**config.mk**
```make
export PLATFORM = sky130hd
export DESIGN_NAME = zcu_top
export DESIGN_NICKNAME = d
export VERILOG_FILES = /design/src/rtl/zcu_pkg.sv /design/src/rtl/zcu_point_mux.sv /design/src/rtl/zcu_timeout.sv /design/src/rtl/zcu_chan_regs.sv /design/src/rtl/zcu_top.sv
export SDC_FILE = /design/constraint.sdc
export NUM_CORES = 1
export LEC_CHECK = 0
export BUFFER_PORTS_ARGS = -buffer_cell sky130_fd_sc_hd__buf_2
export CELL_PAD_IN_SITES_DETAIL_PLACEMENT = 1
export CELL_PAD_IN_SITES_GLOBAL_PLACEMENT = 1
export CORE_MARGIN = 4
export CORE_UTILIZATION = 30
export DETAILED_ROUTE_END_ITERATION = 10
export GPL_TIMING_DRIVEN = 0
export PLACE_DENSITY_LB_ADDON = 0.05
export SLEW_MARGIN = 20
export SYNTH_ARGS = -nofsm -noshare
export SYNTH_HDL_FRONTEND = slang
export SYNTH_SLANG_ARGS = --single-unit
```
**constraint.sdc**
```tcl
create_clock -name clk -period 3.95 [get_ports clk]
set_input_delay 0.395 -clock clk [delete_from_list [all_inputs] [get_ports clk]]
set_output_delay 0.395 -clock clk [all_outputs]
set_load 0.005 [all_outputs]
```
**src/rtl/zcu_pkg.sv**
```systemverilog
package zcu_pkg;
  localparam int WORD_W   = 44;
  localparam int CH_R_BIT = 32;
  localparam int CH_L_BIT = 33;
  localparam int MODE_LO  = 36;
  localparam int MODE_HI  = 37;
  localparam int PT_LO    = 38;
  localparam int PT_HI    = 39;
  localparam int FAD_LO   = 28;
  localparam int FAD_HI   = 31;
  // bits kept in channel registers: data fields only
  localparam logic [WORD_W-1:0] KEEP_MASK = 44'h30C_FF0F_FFF7;

  typedef enum logic [1:0] {
    PT_SEL  = 2'd0,
    PT_VOL  = 2'd1,
    PT_TONE = 2'd2,
    PT_FAD  = 2'd3
  } zc_point_e;
endpackage

```
**src/rtl/zcu_point_mux.sv**
```systemverilog
module zcu_point_mux
  import zcu_pkg::*;
(
  input  logic [3:0] zc_vec,
  input  zc_point_e  point,
  output logic       hit
);
  always_comb begin
    hit = zc_vec[point];
  end
endmodule

```
**src/rtl/zcu_timeout.sv**
```systemverilog
module zcu_timeout #(
  parameter int CNT_W = 16
) (
  input  logic             clk,
  input  logic             rst_n,
  input  logic             restart,
  input  logic             clear,
  input  logic             run,
  input  logic [CNT_W-1:0] limit,
  output logic             expire
);
  logic [CNT_W-1:0] cnt_q;
  logic [CNT_W-1:0] cnt_d;
  logic [CNT_W:0]   cnt_inc;

  always_comb begin
    cnt_inc = {1'b0, cnt_q} + 1'b1;
    expire  = run && !restart && (cnt_inc >= {1'b0, limit});
    cnt_d   = cnt_q;
    if (restart || clear) begin
      cnt_d = '0;
    end else if (run) begin
      cnt_d = cnt_inc[CNT_W-1:0];
    end
  end

  always_ff @(posedge clk or negedge rst_n) begin
    if (!rst_n) begin
      cnt_q <= '0;
    end else begin
      cnt_q <= cnt_d;
    end
  end

  AST_TMO_RESTART: assert property (@(posedge clk) disable iff (!rst_n)
    restart |=> (cnt_q == '0));
endmodule

```
**src/rtl/zcu_chan_regs.sv**
```systemverilog
module zcu_chan_regs #(
  parameter int W     = 44,
  parameter int N_CH  = 2
) (
  input  logic                    clk,
  input  logic                    rst_n,
  input  logic                    wr_en,
  input  logic [N_CH-1:0]         ch_sel,
  input  logic [W-1:0]            wr_data,
  output logic [N_CH-1:0][W-1:0]  regs_q
);
  for (genvar g = 0; g < N_CH; g++) begin : g_ch
    logic          en;
    logic [W-1:0]  reg_d;

    always_comb begin
      en    = wr_en && ch_sel[g];
      reg_d = en ? wr_data : regs_q[g];
    end

    always_ff @(posedge clk or negedge rst_n) begin
      if (!rst_n) begin
        regs_q[g] <= '0;
      end else begin
        regs_q[g] <= reg_d;
      end
    end
  end
endmodule

```
**src/rtl/zcu_top.sv**
```systemverilog
module zcu_top
  import zcu_pkg::*;
#(
  parameter int TMR_W = 16
) (
  input  logic              clk,
  input  logic              rst_n,
  input  logic [43:0]       word_i,
  input  logic              load_i,
  input  logic              zc_sel_i,
  input  logic              zc_vol_i,
  input  logic              zc_tone_i,
  input  logic              zc_fad_i,
  input  logic              mute_n_i,
  input  logic [TMR_W-1:0]  tmo_limit_i,
  output logic [43:0]       left_o,
  output logic [43:0]       right_o,
  output logic [1:0]        zc_point_o,
  output logic              busy_o,
  output logic              applied_o
);
  localparam int N_CH = 2;
  localparam int CH_R = 0;
  localparam int CH_L = 1;

  zc_point_e              point_q, point_d;
  logic                   busy_q, busy_d;
  logic                   applied_d;
  logic [WORD_W-1:0]      pend_q, pend_d;
  logic [N_CH-1:0]        pend_ch_q, pend_ch_d;
  logic                   load_direct, apply_pend, hit, expire;
  logic                   wr_en;
  logic [N_CH-1:0]        wr_ch;
  logic [WORD_W-1:0]      wr_data;
  logic [WORD_W-1:0]      word_kept;
  logic [N_CH-1:0]        word_ch;
  logic [N_CH-1:0][WORD_W-1:0] regs_q;

  zcu_point_mux u_mux (
    .zc_vec ({zc_fad_i, zc_tone_i, zc_vol_i, zc_sel_i}),
    .point  (point_q),
    .hit    (hit)
  );

  zcu_timeout #(.CNT_W(TMR_W)) u_tmo (
    .clk     (clk),
    .rst_n   (rst_n),
    .restart (load_i),
    .clear   (apply_pend),
    .run     (busy_q),
    .limit   (tmo_limit_i),
    .expire  (expire)
  );

  always_comb begin
    word_kept   = word_i & KEEP_MASK;
    word_ch     = {word_i[CH_L_BIT], word_i[CH_R_BIT]};
    load_direct = load_i && word_i[MODE_LO] && word_i[MODE_HI];
    apply_pend  = busy_q && !load_i && (hit || expire);
    wr_en       = load_direct || apply_pend;
    wr_data     = load_direct ? word_kept : pend_q;
    wr_ch       = load_direct ? word_ch : pend_ch_q;
    applied_d   = wr_en;

    point_d   = point_q;
    busy_d    = busy_q;
    pend_d    = pend_q;
    pend_ch_d = pend_ch_q;
    if (load_i) begin
      point_d = zc_point_e'(word_i[PT_HI:PT_LO]);
      busy_d  = !load_direct;
      if (!load_direct) begin
        pend_d    = word_kept;
        pend_ch_d = word_ch;
      end
    end else if (apply_pend) begin
      busy_d = 1'b0;
    end
  end

  always_ff @(posedge clk or negedge rst_n) begin
    if (!rst_n) begin
      point_q   <= PT_SEL;
      busy_q    <= 1'b0;
      applied_o <= 1'b0;
      pend_q    <= '0;
      pend_ch_q <= '0;
    end else begin
      point_q   <= point_d;
      busy_q    <= busy_d;
      applied_o <= applied_d;
      pend_q    <= pend_d;
      pend_ch_q <= pend_ch_d;
    end
  end

  zcu_chan_regs #(.W(WORD_W), .N_CH(N_CH)) u_regs (
    .clk     (clk),
    .rst_n   (rst_n),
    .wr_en   (wr_en),
    .ch_sel  (wr_ch),
    .wr_data (wr_data),
    .regs_q  (regs_q)
  );

  always_comb begin
    left_o  = regs_q[CH_L];
    right_o = regs_q[CH_R];
    if (!mute_n_i) begin
      left_o[FAD_HI:FAD_LO]  = '1;
      right_o[FAD_HI:FAD_LO] = '1;
    end
    zc_point_o = point_q;
    busy_o     = busy_q;
  end

  AST_DIRECT_NO_BUSY: assert property (@(posedge clk) disable iff (!rst_n)
    (load_i && word_i[MODE_LO] && word_i[MODE_HI]) |=> (applied_o && !busy_o));
  AST_ZC_HOLD: assert property (@(posedge clk) disable iff (!rst_n)
    (load_i && !(word_i[MODE_LO] && word_i[MODE_HI])) |=> (busy_o && !applied_o));
  AST_IDLE_NO_APPLY: assert property (@(posedge clk) disable iff (!rst_n)
    (!busy_o && !load_i) |=> !applied_o);
  AST_REGS_STABLE: assert property (@(posedge clk) disable iff (!rst_n)
    !applied_o |-> $stable(regs_q));
  AST_RESV_ZERO: assert property (@(posedge clk) disable iff (!rst_n)
    ((regs_q[CH_L] | regs_q[CH_R]) & ~KEEP_MASK) == '0);
  AST_MUTE_FADER: assert property (@(posedge clk) disable iff (!rst_n)
    !mute_n_i |-> (left_o[FAD_HI:FAD_LO] == 4'hF && right_o[FAD_HI:FAD_LO] == 4'hF));
endmodule

```
### Word level (Yosys, flattened, before mapping)

Index checks and enable logic that the tools add are counted.

| operators by class | value |
|---|---|
| add/sub/neg operators | 1 |
| magnitude comparators | 2 |
| multiplexer cells | 10 |
| bitwise logic cells | 1 |
| reductions and logical operators | 15 |

Operators by type and width:

| kind | number |
|---|---|
| two-way mux 42 bit | 1 |
| two-way mux 16 bit | 2 |
| adder 16 x 1 -> 17 bit, second input constant | 1 |
| greater-or-equal comparator 17 x 16 -> 1 bit | 1 |
| two-way mux 4 bit | 2 |
| logical AND 1 bit | 7 |
| nonzero test 2 bit | 2 |
| logical OR 1 bit | 3 |
| < comparator 2 x 3 -> 1 bit, second input constant | 1 |
| two-way mux 1 bit | 3 |
| binary-select mux 1 bit (select 2 bit) | 1 |
| logical NOT 1 bit | 2 |
| two-way mux 2 bit | 1 |
| AND reduction 2 bit | 1 |
| inverter 1 bit | 1 |

| storage, ports and cells | value |
|---|---|
| bits in registers | 141 |
| input port bits | 68 |
| output and inout port bits | 92 |

### Depth between registers and ports, before layout

Gate-level depths: netlist of run 1.

| depth | value |
|---|---|
| depth after elaboration | 7 |
| depth in mapped cells | 14 |
| gate-level depth less buffers | 12 |

### Cells and area by module

Synthesis of run 1 repeated with hierarchy kept, for this count alone.

| unflattened totals | value |
|---|---|
| cell total of the unflattened synthesis | 486 |
| area, all modules | 6,787.8 µm² |

Modules (own cells, without submodules):

| module | instances | cells each | area each (µm²) | sequential area each (µm²) |
|---|---|---|---|---|
| zcu_chan_regs | 1 | 186 | 3,315.7 | 2,202.1 |
| zcu_top | 1 | 128 | 1,993.2 | 925.9 |
| zcu_timeout | 1 | 171 | 1,456.4 | 400.4 |
| zcu_point_mux | 1 | 1 | 22.5 | 0.0 |

### Worst setup path before layout of run 1

Ideal clock, no wire load.

| path | value |
|---|---|
| path type | flip-flop to flip-flop |
| from | register u_tmo.cnt_q[2] |
| to | register u_regs.regs_q[0] in the netlist's numbering |
| library setup time | 0.119 ns |
| arrival | 3.295 ns |
| data required time | 3.831 ns |
| setup slack | 0.536 ns |
| cell stages (with the launch flop) | 14 |
| buffers on the path | 1 |
| cells stage by stage | dfrtp_1 > nand4_1 > nor2_1 > nand4_1 > and2_1 > or2_2 > ha_1 > nand4_1 > a211o_1 > a31oi_1 > o31ai_4 > buf_6 > o22a_2 > o21a_1 |

| on the way | value |
|---|---|
| longest elaborated chain between the ends | 7 |

Ends and longest elaborated chain:

| element | RTL line | source |
|---|---|---|
| start: declaration | zcu_timeout.sv:12 | `logic [CNT_W-1:0] cnt_q;` |
| start signal: assignment | zcu_timeout.sv:31 | `cnt_q <= cnt_d;` |
| adder 16 x 1 -> 17 bit | zcu_timeout.sv:17 | `cnt_inc = {1'b0, cnt_q} + 1'b1;` |
| greater-or-equal comparator 17 x 16 -> 1 bit | zcu_timeout.sv:18 | `expire = run && !restart && (cnt_inc >= {1'b0, limit});` |
| logical AND 1 bit | zcu_timeout.sv:18 |  |
| logical OR 1 bit | zcu_top.sv:59 | `apply_pend = busy_q && !load_i && (hit \|\| expire);` |
| logical AND 1 bit | zcu_top.sv:59 |  |
| logical OR 1 bit | zcu_top.sv:60 | `wr_en = load_direct \|\| apply_pend;` |
| logical AND 1 bit | zcu_chan_regs.sv:17 | `en = wr_en && ch_sel[g];` |
| end signal: indexed assignment | zcu_chan_regs.sv:25 | `regs_q[g] <= reg_d;` |
| end: declaration | zcu_chan_regs.sv:10 | `output logic [N_CH-1:0][W-1:0] regs_q` |

No other way between the ends.
A chain may end at the register's enable or synchronous reset.

### Worst setup path after layout of run 1

| path | value |
|---|---|
| from | register u_tmo.cnt_q[0] |
| to | register u_regs.regs_q[49] in the netlist's numbering |

The elaborated chain is that of the path after synthesis.

==> results_tabular.tex, run 1 <==
\begin{tabular}{lr}
\hline
Metric & Value \\
\hline
\multicolumn{2}{l}{\textbf{Run status}} \\
Run status & completed \\
\multicolumn{2}{l}{\textbf{Die}} \\
Boundary pin count & 160 \\
Horizontal die dimension & 153 µm \\
Vertical die dimension & 153 µm \\
Number of core rows & 52 \\
Effective utilization at floorplan & 30.7\% \\
Area of the placeable core & 0.0204 mm² \\
Die outline area & 0.0233 mm² \\
\multicolumn{2}{l}{\textbf{CTS}} \\
Clock transition at the registers of the reported paths & 0.06 ns \\
Clk root buf & sky130\_fd\_sc\_hd\_\_clkbuf\_16 \\
CTS Buffer Depth & 2 \\
Clock insertion delay at the later pin of the skew report & 0.41 ns \\
Num CTS Buffers & 17 \\
Count of clock tree sinks & 115 \\
TritonCTS clock tree & built \\
CTS HTree Levels & 4 \\
\multicolumn{2}{l}{\textbf{Worst setup path}} \\
Crit path required time & 4.24 ns \\
Kind of cell adding the most delay to the critical path & compound AO/OA/AOI/OAI gates \\
Startpoint type of the worst setup path & register \\
Category of the critical setup timing path & register to register \\
Cell type of the slowest stage on the worst timing path & sky130\_fd\_sc\_hd\_\_o31ai\_4 \\
Cell chain of the critical path & ha\_1 -> nand4\_1 -> nor3\_2 -> nand2\_1 -> xnor2\_1 -> ha\_1 -> a21o\_1 -> a211o\_1 -> a41o\_4 -> o31ai\_4 -> nand2\_4 -> buf\_6 -> o21a\_1 \\
Count of buffering cells on the critical path with inverters included & 1 \\
Delay of the slowest critical-path stage & 0.45 ns \\
CP most frequent cell & sky130\_fd\_sc\_hd\_\_ha\_1 \\
Kind of end point of the critical path & register \\
Data arrival time at the worst-slack endpoint & 3.98 ns \\
Max FO, Critical Path & 10 \\
\multicolumn{2}{l}{\textbf{Logic synthesis}} \\
Xor/xnor cell area share of the yosys netlist & 1.81\% \\
Dominant combinational cell family by area after synthesis & compound AO/OA/AOI/OAI gates \\
Post-synthesis instance area & 0.00628 mm² \\
Syn Inst Count & 536 \\
Simple-gate portion of the synthesized area & 6.00\% \\
Area fraction in compound gates after synthesis & 22.3\% \\
Flip-flop and latch count after synthesis & 115 \\
Synth Warn \# & 0 \\
Fraction of synthesis flops using an asynchronous set or reset pin & 100\% \\
Count of distinct cell types in the synthesized netlist & 38 \\
Sequential element share of the synthesized area & 45.8\% \\
Count of flip-flops with a built-in enable after synthesis & 0 \\
Adder-Cell Fraction of Synth Area & 3.39\% \\
Mux contribution to synthesized area & 6.81\% \\
Top flip-flop cell by instance count after synthesis & sky130\_fd\_sc\_hd\_\_dfrtp\_1 \\
Average cell area after synthesis & 11.7 µm² \\
\multicolumn{2}{l}{\textbf{Global route}} \\
Wire length of the first global-routing pass & 27500 µm \\
Grt total ovfl & 0 \\
Number of global-route vias before repair & 5088 \\
Maximum number of pins on one net before global-route repair & 72 \\
Number of antenna violations at the first check in global routing & 0 \\
Global routing usage summed across all routing layers & 14.8\% \\
\multicolumn{2}{l}{\textbf{Power and ir drop}} \\
Part of the power in registers & 37.6\% \\
Switching portion of total power & 25.1\% \\
Portion of total power attributed to the clock network & 38.4\% \\
Power Internal & 3170 µW \\
Total power density per cell area & 526 mW/mm² \\
Max rail drop VDD & 0.282 mV \\
Power dissipated by switching net loads & 1060 µW \\
Part of the power in combinational logic & 24.0\% \\
Leakage power total & 0.00362 µW \\
\multicolumn{2}{l}{\textbf{Placed design}} \\
Port Buffer Count & 125 \\
DP Area & 0.00737 mm² \\
Weighted congestion reported at the end of routability-driven placement & 0.699 \\
Final HPWL DP & 12000 µm \\
Minimum setup slack after placement & -0.188 ns \\
\multicolumn{2}{l}{\textbf{Route}} \\
Met3 WL & 738 µm \\
Met2 Routed Length & 8570 µm \\
Metal-1 WL & 7460 µm \\
Top Layer Used & met4 \\
Number of remaining DRC errors & 0 \\
Average detailed-routed wire length per instance & 17.1 µm \\
Vias per std cell & 4.67 \\
Total vias in the final route & 4618 \\
Routed wire length & 16900 µm \\
First-pass DRT Iterations & 4 \\
Initial drt markers & 118 \\
Number of nets still failing antenna checks after routing & 0 \\
\multicolumn{2}{l}{\textbf{Timing}} \\
Unrepaired setup endpoints after global routing & false \\
Smallest setup slack after layout & 0.260 ns \\
Hold Violations, Final & 0 \\
Final period utilization & 93.4\% \\
Least-Margin Pin Slew & 0.752 ns \\
Final worst clock skew & 0.0105 ns \\
Final setup fails & 0 \\
Fmax achieved & 271 MHz \\
Final worst hold slack & 0.221 ns \\
Post-route minimum period & 3.69 ns \\
Relative slew slack & 49.9\% \\
Max-slew violation total from the final report & 0 \\
Setup TNS & 0 ns \\
\multicolumn{2}{l}{\textbf{Hold path}} \\
HP Class & primary input to register \\
\multicolumn{2}{l}{\textbf{Layout}} \\
Ratio of cells with drive above 1 in the final layout & 51.0\% \\
Post-route cell area & 0.00804 mm² \\
Net count reported at finish & 792 \\
Number of antenna repair diodes & 0 \\
Layout overhead on the synthesized area & 28.1\% \\
\multicolumn{2}{l}{\textbf{Run}} \\
Maximum capacitance violations & 0 \\
\hline
\end{tabular}
-- sequential cells by signal, indices dropped and copies added, names as in the netlist --
| register | count |
|---|---|
| applied_o | 1 |
| busy_o | 1 |
| pend_ch_q | 2 |
| pend_q | 31 |
| u_regs.regs_q | 62 |
| u_tmo.cnt_q | 16 |
| zc_point_o | 2 |
-- cell usage after synthesis (all sizes together), types with 2 or more instances --
cell,count,share of area [%]
nand2b,9,0.90
o21ai,5,0.40
xor2,3,0.42
a22o,10,1.4
xnor2,10,1.4
a211o,2,0.28
ha,17,3.4
buf,100,12
or2,3,0.30
a21o,2,0.24
nand3,8,0.64
and2,5,0.50
nor3,3,0.24
nand2,16,1.2
o22a,62,9.9
nor2b,2,0.20
nand4,9,0.90
nor2,6,0.36
a21oi,7,0.56
and3,3,0.30
o21a,62,7.4
clkbuf,7,0.42
o31ai,2,0.68
inv,17,1.0
dfrtp,115,46
mux2,36,6.5
a31oi,7,0.70
-- metrics by stage --
step,total power [µW],util [%],instances
floorplan,2240,-,561
CTS,4310,39.2,989
detailed placement,2650,36.1,957
global route,4470,39.4,989
global placement,2610,35.9,956
finish,4230,39.4,989
-- cells by family after synthesis --
kind of cell / count (synthesis)
other: 1
AO/OA/AOI/OAI: 163
flip-flops: 115
XOR/XNOR: 13
multiplexers: 37
AND/OR/NAND/NOR: 66
adder cells (fa/ha/maj): 17
buffers and inverters: 124
-- cell usage in the layout, fill, tap and decap left out, types with 2 or more instances in the layout --
cell / count
sky130_fd_sc_hd__o21ai_0: 5
sky130_fd_sc_hd__xor2_1: 3
sky130_fd_sc_hd__nand2_1: 14
sky130_fd_sc_hd__buf_2: 131
sky130_fd_sc_hd__nor3_1: 2
sky130_fd_sc_hd__a21oi_1: 7
sky130_fd_sc_hd__nand2_4: 2
sky130_fd_sc_hd__and2_1: 5
sky130_fd_sc_hd__a22o_1: 10
sky130_fd_sc_hd__o31ai_4: 2
sky130_fd_sc_hd__or2_2: 3
sky130_fd_sc_hd__and3_1: 3
sky130_fd_sc_hd__inv_1: 17
sky130_fd_sc_hd__nand4_1: 9
sky130_fd_sc_hd__buf_4: 81
sky130_fd_sc_hd__dfrtp_1: 115
sky130_fd_sc_hd__o21a_1: 62
sky130_fd_sc_hd__clkbuf_1: 8
sky130_fd_sc_hd__a21o_1: 2
sky130_fd_sc_hd__a211o_1: 2
sky130_fd_sc_hd__xnor2_1: 10
sky130_fd_sc_hd__clkinv_2: 4
sky130_fd_sc_hd__clkbuf_16: 17
sky130_fd_sc_hd__nand2b_1: 9
sky130_fd_sc_hd__buf_6: 13
sky130_fd_sc_hd__bufinv_16: 4
sky130_fd_sc_hd__ha_1: 17
sky130_fd_sc_hd__nor2_1: 5
sky130_fd_sc_hd__nor2b_1: 2
sky130_fd_sc_hd__nand3_1: 8
sky130_fd_sc_hd__a31oi_1: 6
sky130_fd_sc_hd__clkbuf_8: 2
sky130_fd_sc_hd__o22a_2: 62
sky130_fd_sc_hd__conb_1: 26
sky130_fd_sc_hd__mux2_2: 36
-- power groups by stage --
stage,sequential [µW],clock (µW),combinational [µW]
after global placement,1600,0,1010
final,1590,1620,1010
after global routing,1630,1720,1120
after detailed placement,1610,0,1040
after floorplan,1570,0,667
after CTS,1600,1670,1040
-- timing repair --
item                                   CTS  global route
endpoints found under the hold margin   44             0
pin swaps                                0             1
gates resized for setup                  2             3
gates cloned                             0             0
setup endpoints to repair               77            79
buffers inserted                         0             1
hold buffers                             1             0
-- routing by layer --
metal / vias up / GRT usage (%)
met3: 16 / 3.61
met1: 2318 / 18.4
met2: 98 / 25.5
met4: 0 / 4.16
met5: - / 0
li1: 2186 / -
-- final timing paths --
path / from / endpoint / slack [ns] / cells after the start
max: u_tmo.cnt_q[0] / u_regs.regs_q[49] / 0.26 / 13
min: word_i[39] / zc_point_o[1] / 0.22 / 2
max reg2reg: u_tmo.cnt_q[0] / u_regs.regs_q[49] / 0.26 / 13
min reg2reg: u_regs.regs_q[75] / u_regs.regs_q[75] / 0.48 / 1
max in group asynchronous: rst_n / u_regs.regs_q[26] / 2.73 / 3
min in group asynchronous: rst_n / pend_q[6] / 0.50 / 2
-- worst reg2reg max path, cell delays in order, from the launching register on --
cell and delay [ns]:
sky130_fd_sc_hd__dfrtp_1 0.42, sky130_fd_sc_hd__ha_1 0.39, sky130_fd_sc_hd__nand4_1 0.16, sky130_fd_sc_hd__nor3_2 0.26, sky130_fd_sc_hd__nand2_1 0.14, sky130_fd_sc_hd__xnor2_1 0.22
sky130_fd_sc_hd__ha_1 0.29, sky130_fd_sc_hd__a21o_1 0.17, sky130_fd_sc_hd__a211o_1 0.31, sky130_fd_sc_hd__a41o_4 0.29, sky130_fd_sc_hd__o31ai_4 0.45, sky130_fd_sc_hd__nand2_4 0.13
sky130_fd_sc_hd__buf_6 0.18, sky130_fd_sc_hd__o21a_1 0.18
-- final cells by class --
| class | count | area, µm² |
|---|---|---|
| clock buffer | 21 | 460 |
| timing repair buffer | 128 | 689 |
| sequential | 115 | 2880 |
| clock inverter | 10 | 156 |
| tap | 270 | 338 |
| fill | 2267 | 12400 |
| buffer | 106 | 801 |
| multi-input combinational | 322 | 2660 |
| inverter | 17 | 63.8 |
No activity file was read; power rests on OpenSTA's default activity.
==> run 2: changes to the inputs <==
BUFFER_PORTS_ARGS = not set   (was -buffer_cell sky130_fd_sc_hd__buf_2)
DONT_BUFFER_PORTS = 1   (was not set)
SLEW_MARGIN = not set   (was 20)
==> results_tabular.tex, run 2 (synthesis results as in run 1) <==
\begin{tabular}{lr}
\hline
Metric & Value \\
\hline
\multicolumn{2}{l}{\textbf{Run status}} \\
Run status & completed \\
\multicolumn{2}{l}{\textbf{Worst setup path}} \\
Max FO, Critical Path & 10 (unchanged) \\
R2r setup slk & 0.24 ns (-0.02 ns) \\
Crit path required time & 4.25 ns (about the same) \\
Startpoint type of the worst setup path & register \\
Kind of end point of the critical path & register \\
Worst reg-to-reg path cell count & 13 (unchanged) \\
Critical register-to-register path startpoint & u\_tmo.cnt\_q[0] \\
Data arrival time at the worst-slack endpoint & 4.01 ns (+0.03 ns) \\
Endpoint of the lowest-slack register-to-register path & u\_regs.regs\_q[1] \\
Category of the critical setup timing path & register to register \\
\multicolumn{2}{l}{\textbf{Hold path}} \\
WHS Path Cells & 1 (-1) \\
Hold\_sp & word\_i[2] \\
Hold Crit Endpoint & pend\_q[2] \\
HP Class & primary input to register \\
\multicolumn{2}{l}{\textbf{Route}} \\
First-pass DRT Iterations & 4 (unchanged) \\
Total vias in the final route & 4167 (-9.8\%) \\
Number of nets still failing antenna checks after routing & 0 (unchanged) \\
Number of remaining DRC errors & 0 (unchanged) \\
Initial drt markers & 126 (+6.8\%) \\
Routed wire length & 16500 µm (-2.8\%) \\
Average detailed-routed wire length per instance & 19.0 µm (+11\%) \\
Vias per std cell & 4.82 (+3.3\%) \\
\multicolumn{2}{l}{\textbf{Timing}} \\
Final period utilization & 93.9\% (+0.50 points) \\
Final worst clock skew & 0.00791 ns (-0.00258 ns) \\
Relative slew slack & 48.9\% (-1.0 points) \\
Least-Margin Pin Slew & 0.765 ns (+0.0134 ns) \\
Final setup fails & 0 (unchanged) \\
Fmax achieved & 270 MHz (-0.54\%) \\
Max-slew violation total from the final report & 0 (unchanged) \\
Setup TNS & 0 ns (unchanged) \\
Unrepaired setup endpoints after global routing & false \\
Hold Violations, Final & 0 (unchanged) \\
Post-route minimum period & 3.71 ns (+0.0199 ns) \\
\multicolumn{2}{l}{\textbf{Layout}} \\
Largest register FFs & 62 (unchanged) \\
Number of antenna repair diodes & 0 (unchanged) \\
Highest-count cells in the layout ignoring fill and taps & 115 x sky130\_fd\_sc\_hd\_\_dfrtp\_1, 81 x sky130\_fd\_sc\_hd\_\_buf\_4, 62 x sky130\_fd\_sc\_hd\_\_o22a\_2, 62 x sky130\_fd\_sc\_hd\_\_o21a\_1, 36 x sky130\_fd\_sc\_hd\_\_mux2\_2 \\
Leading cell type in the layout, fill and taps excluded & sky130\_fd\_sc\_hd\_\_dfrtp\_1 \\
Top reg by flops & u\_regs.regs\_q \\
Ratio of cells with drive above 1 in the final layout & 40.9\% (-10 points) \\
Net count reported at finish & 666 (-16\%) \\
Layout overhead on the synthesized area & 16.8\% \\
Registers with the most flip-flops & u\_regs.regs\_q x62, pend\_q x31, u\_tmo.cnt\_q x16 \\
Post-route cell area & 0.00734 mm² (-8.8\%) \\
\multicolumn{2}{l}{\textbf{CTS}} \\
CTS HTree Levels & 4 (unchanged) \\
CTS Buffer Depth & 2 (unchanged) \\
Buffers inserted during post-CTS setup optimization & 0 (unchanged) \\
Num CTS Buffers & 17 (unchanged) \\
Count of clock tree sinks & 115 (unchanged) \\
Clk root buf & sky130\_fd\_sc\_hd\_\_clkbuf\_16 \\
Clock transition at the registers of the reported paths & 0.06 ns (about the same) \\
Clock insertion delay at the later pin of the skew report & 0.41 ns (about the same) \\
TritonCTS clock tree & built \\
\multicolumn{2}{l}{\textbf{Global route}} \\
Maximum number of pins on one net before global-route repair & 116 (+61\%) \\
Grt total ovfl & 0 (unchanged) \\
Number of global-route vias before repair & 4546 (-11\%) \\
Wire length of the first global-routing pass & 25900 µm (-5.7\%) \\
Number of antenna violations at the first check in global routing & 0 (unchanged) \\
Global routing usage summed across all routing layers & 14.1\% (-0.63 points) \\
\multicolumn{2}{l}{\textbf{Die}} \\
Vertical die dimension & 153 µm (unchanged) \\
Die outline area & 0.0233 mm² (unchanged) \\
Number of core rows & 52 (unchanged) \\
Effective utilization at floorplan & 30.7\% (unchanged) \\
Area of the placeable core & 0.0204 mm² (unchanged) \\
Horizontal die dimension & 153 µm (unchanged) \\
Boundary pin count & 160 (unchanged) \\
\multicolumn{2}{l}{\textbf{Placed design}} \\
Final HPWL DP & 11200 µm (-6.7\%) \\
Port Buffer Count & 0 (-100\%) \\
Weighted congestion reported at the end of routability-driven placement & 0.704 (+0.70\%) \\
DP Area & 0.00671 mm² (-8.9\%) \\
\multicolumn{2}{l}{\textbf{Power and ir drop}} \\
Leakage power total & 0.00311 µW (-14\%) \\
Max rail drop VDD & 0.261 mV (-7.4\%) \\
Total power density per cell area & 530 mW/mm² (+0.74\%) \\
\multicolumn{2}{l}{\textbf{Run}} \\
Maximum capacitance violations & 0 (unchanged) \\
\hline
\end{tabular}
[run 2: power breakdown]
part / internal, µW / switching [µW] / leakage [µW]
registers: 1440 / 165 / 0.00134
logic: 493 / 288 / 0.00149
clock network: 924 / 577 / 0.000276
[run 2: area by class of cell]
class / instances / area [µm²]
repair buffers: 2 / 37.5
flip-flops and latches: 115 / 2880
plain buffers: 106 / 801
well taps: 270 / 338
fillers: 2239 / 13100
clock buffers: 18 / 429
inverters: 17 / 63.8
multi-input cells: 322 / 2650
clock inverters: 14 / 139
[run 2: timing repair]
action	4_1_cts	5_1_grt
resized for setup	3	1
endpoints found under the setup margin	79	61
hold endpoints to repair	115	0
hold buffers	2	0
[run 2: how the worst max path moves through the flow]
stage / startpoint / to / slack (ns) / cells past startpoint
detailed placement: u_tmo.cnt_q[2] / u_regs.regs_q[1] / -0.25 / 13
floorplan: u_tmo.cnt_q[2] / u_regs.regs_q[0] / 0.54 / 13
global route: u_tmo.cnt_q[2] / u_regs.regs_q[7] / 0.04 / 13
finish: u_tmo.cnt_q[0] / u_regs.regs_q[1] / 0.24 / 13
global placement: u_tmo.cnt_q[2] / u_regs.regs_q[1] / -0.20 / 13
CTS: u_tmo.cnt_q[0] / u_regs.regs_q[51] / 0.06 / 14
[run 2: worst max-delay path: stages (launching register included)]
cell and delay [ns]:
sky130_fd_sc_hd__dfrtp_1 0.42, sky130_fd_sc_hd__ha_1 0.38, sky130_fd_sc_hd__nand4_1 0.15, sky130_fd_sc_hd__nor3_2 0.25, sky130_fd_sc_hd__nand2_1 0.14, sky130_fd_sc_hd__xnor2_1 0.25, sky130_fd_sc_hd__ha_1 0.30, sky130_fd_sc_hd__a21o_1 0.16
sky130_fd_sc_hd__a211o_1 0.32, sky130_fd_sc_hd__a41o_4 0.29, sky130_fd_sc_hd__o31ai_4 0.46, sky130_fd_sc_hd__nand2_4 0.12, sky130_fd_sc_hd__buf_6 0.17, sky130_fd_sc_hd__o21a_1 0.18
[run 2: stage by stage]
step                worst slack (ns)  hold WS (ns)  std cells  total power [µW]  utilization, %
finish                         0.240         0.133        864              3890            35.9
floorplan                      0.536        0.0994        561              2240               -
CTS                           0.0609         0.111        865              3970            35.9
global route                  0.0364         0.107        864              4110            35.9
global placement              -0.205         0.103        831              2380            32.9
detailed placement            -0.248         0.103        831              2410            32.9
[run 2: per-layer routing]
metal	track usage, %	wire (µm)	up-vias
met4	3.27	127	0
met1	17.8	7310	2121
met5	0	0	-
met3	4.77	903	7
met2	23.5	8110	106
li1	-	-	1933
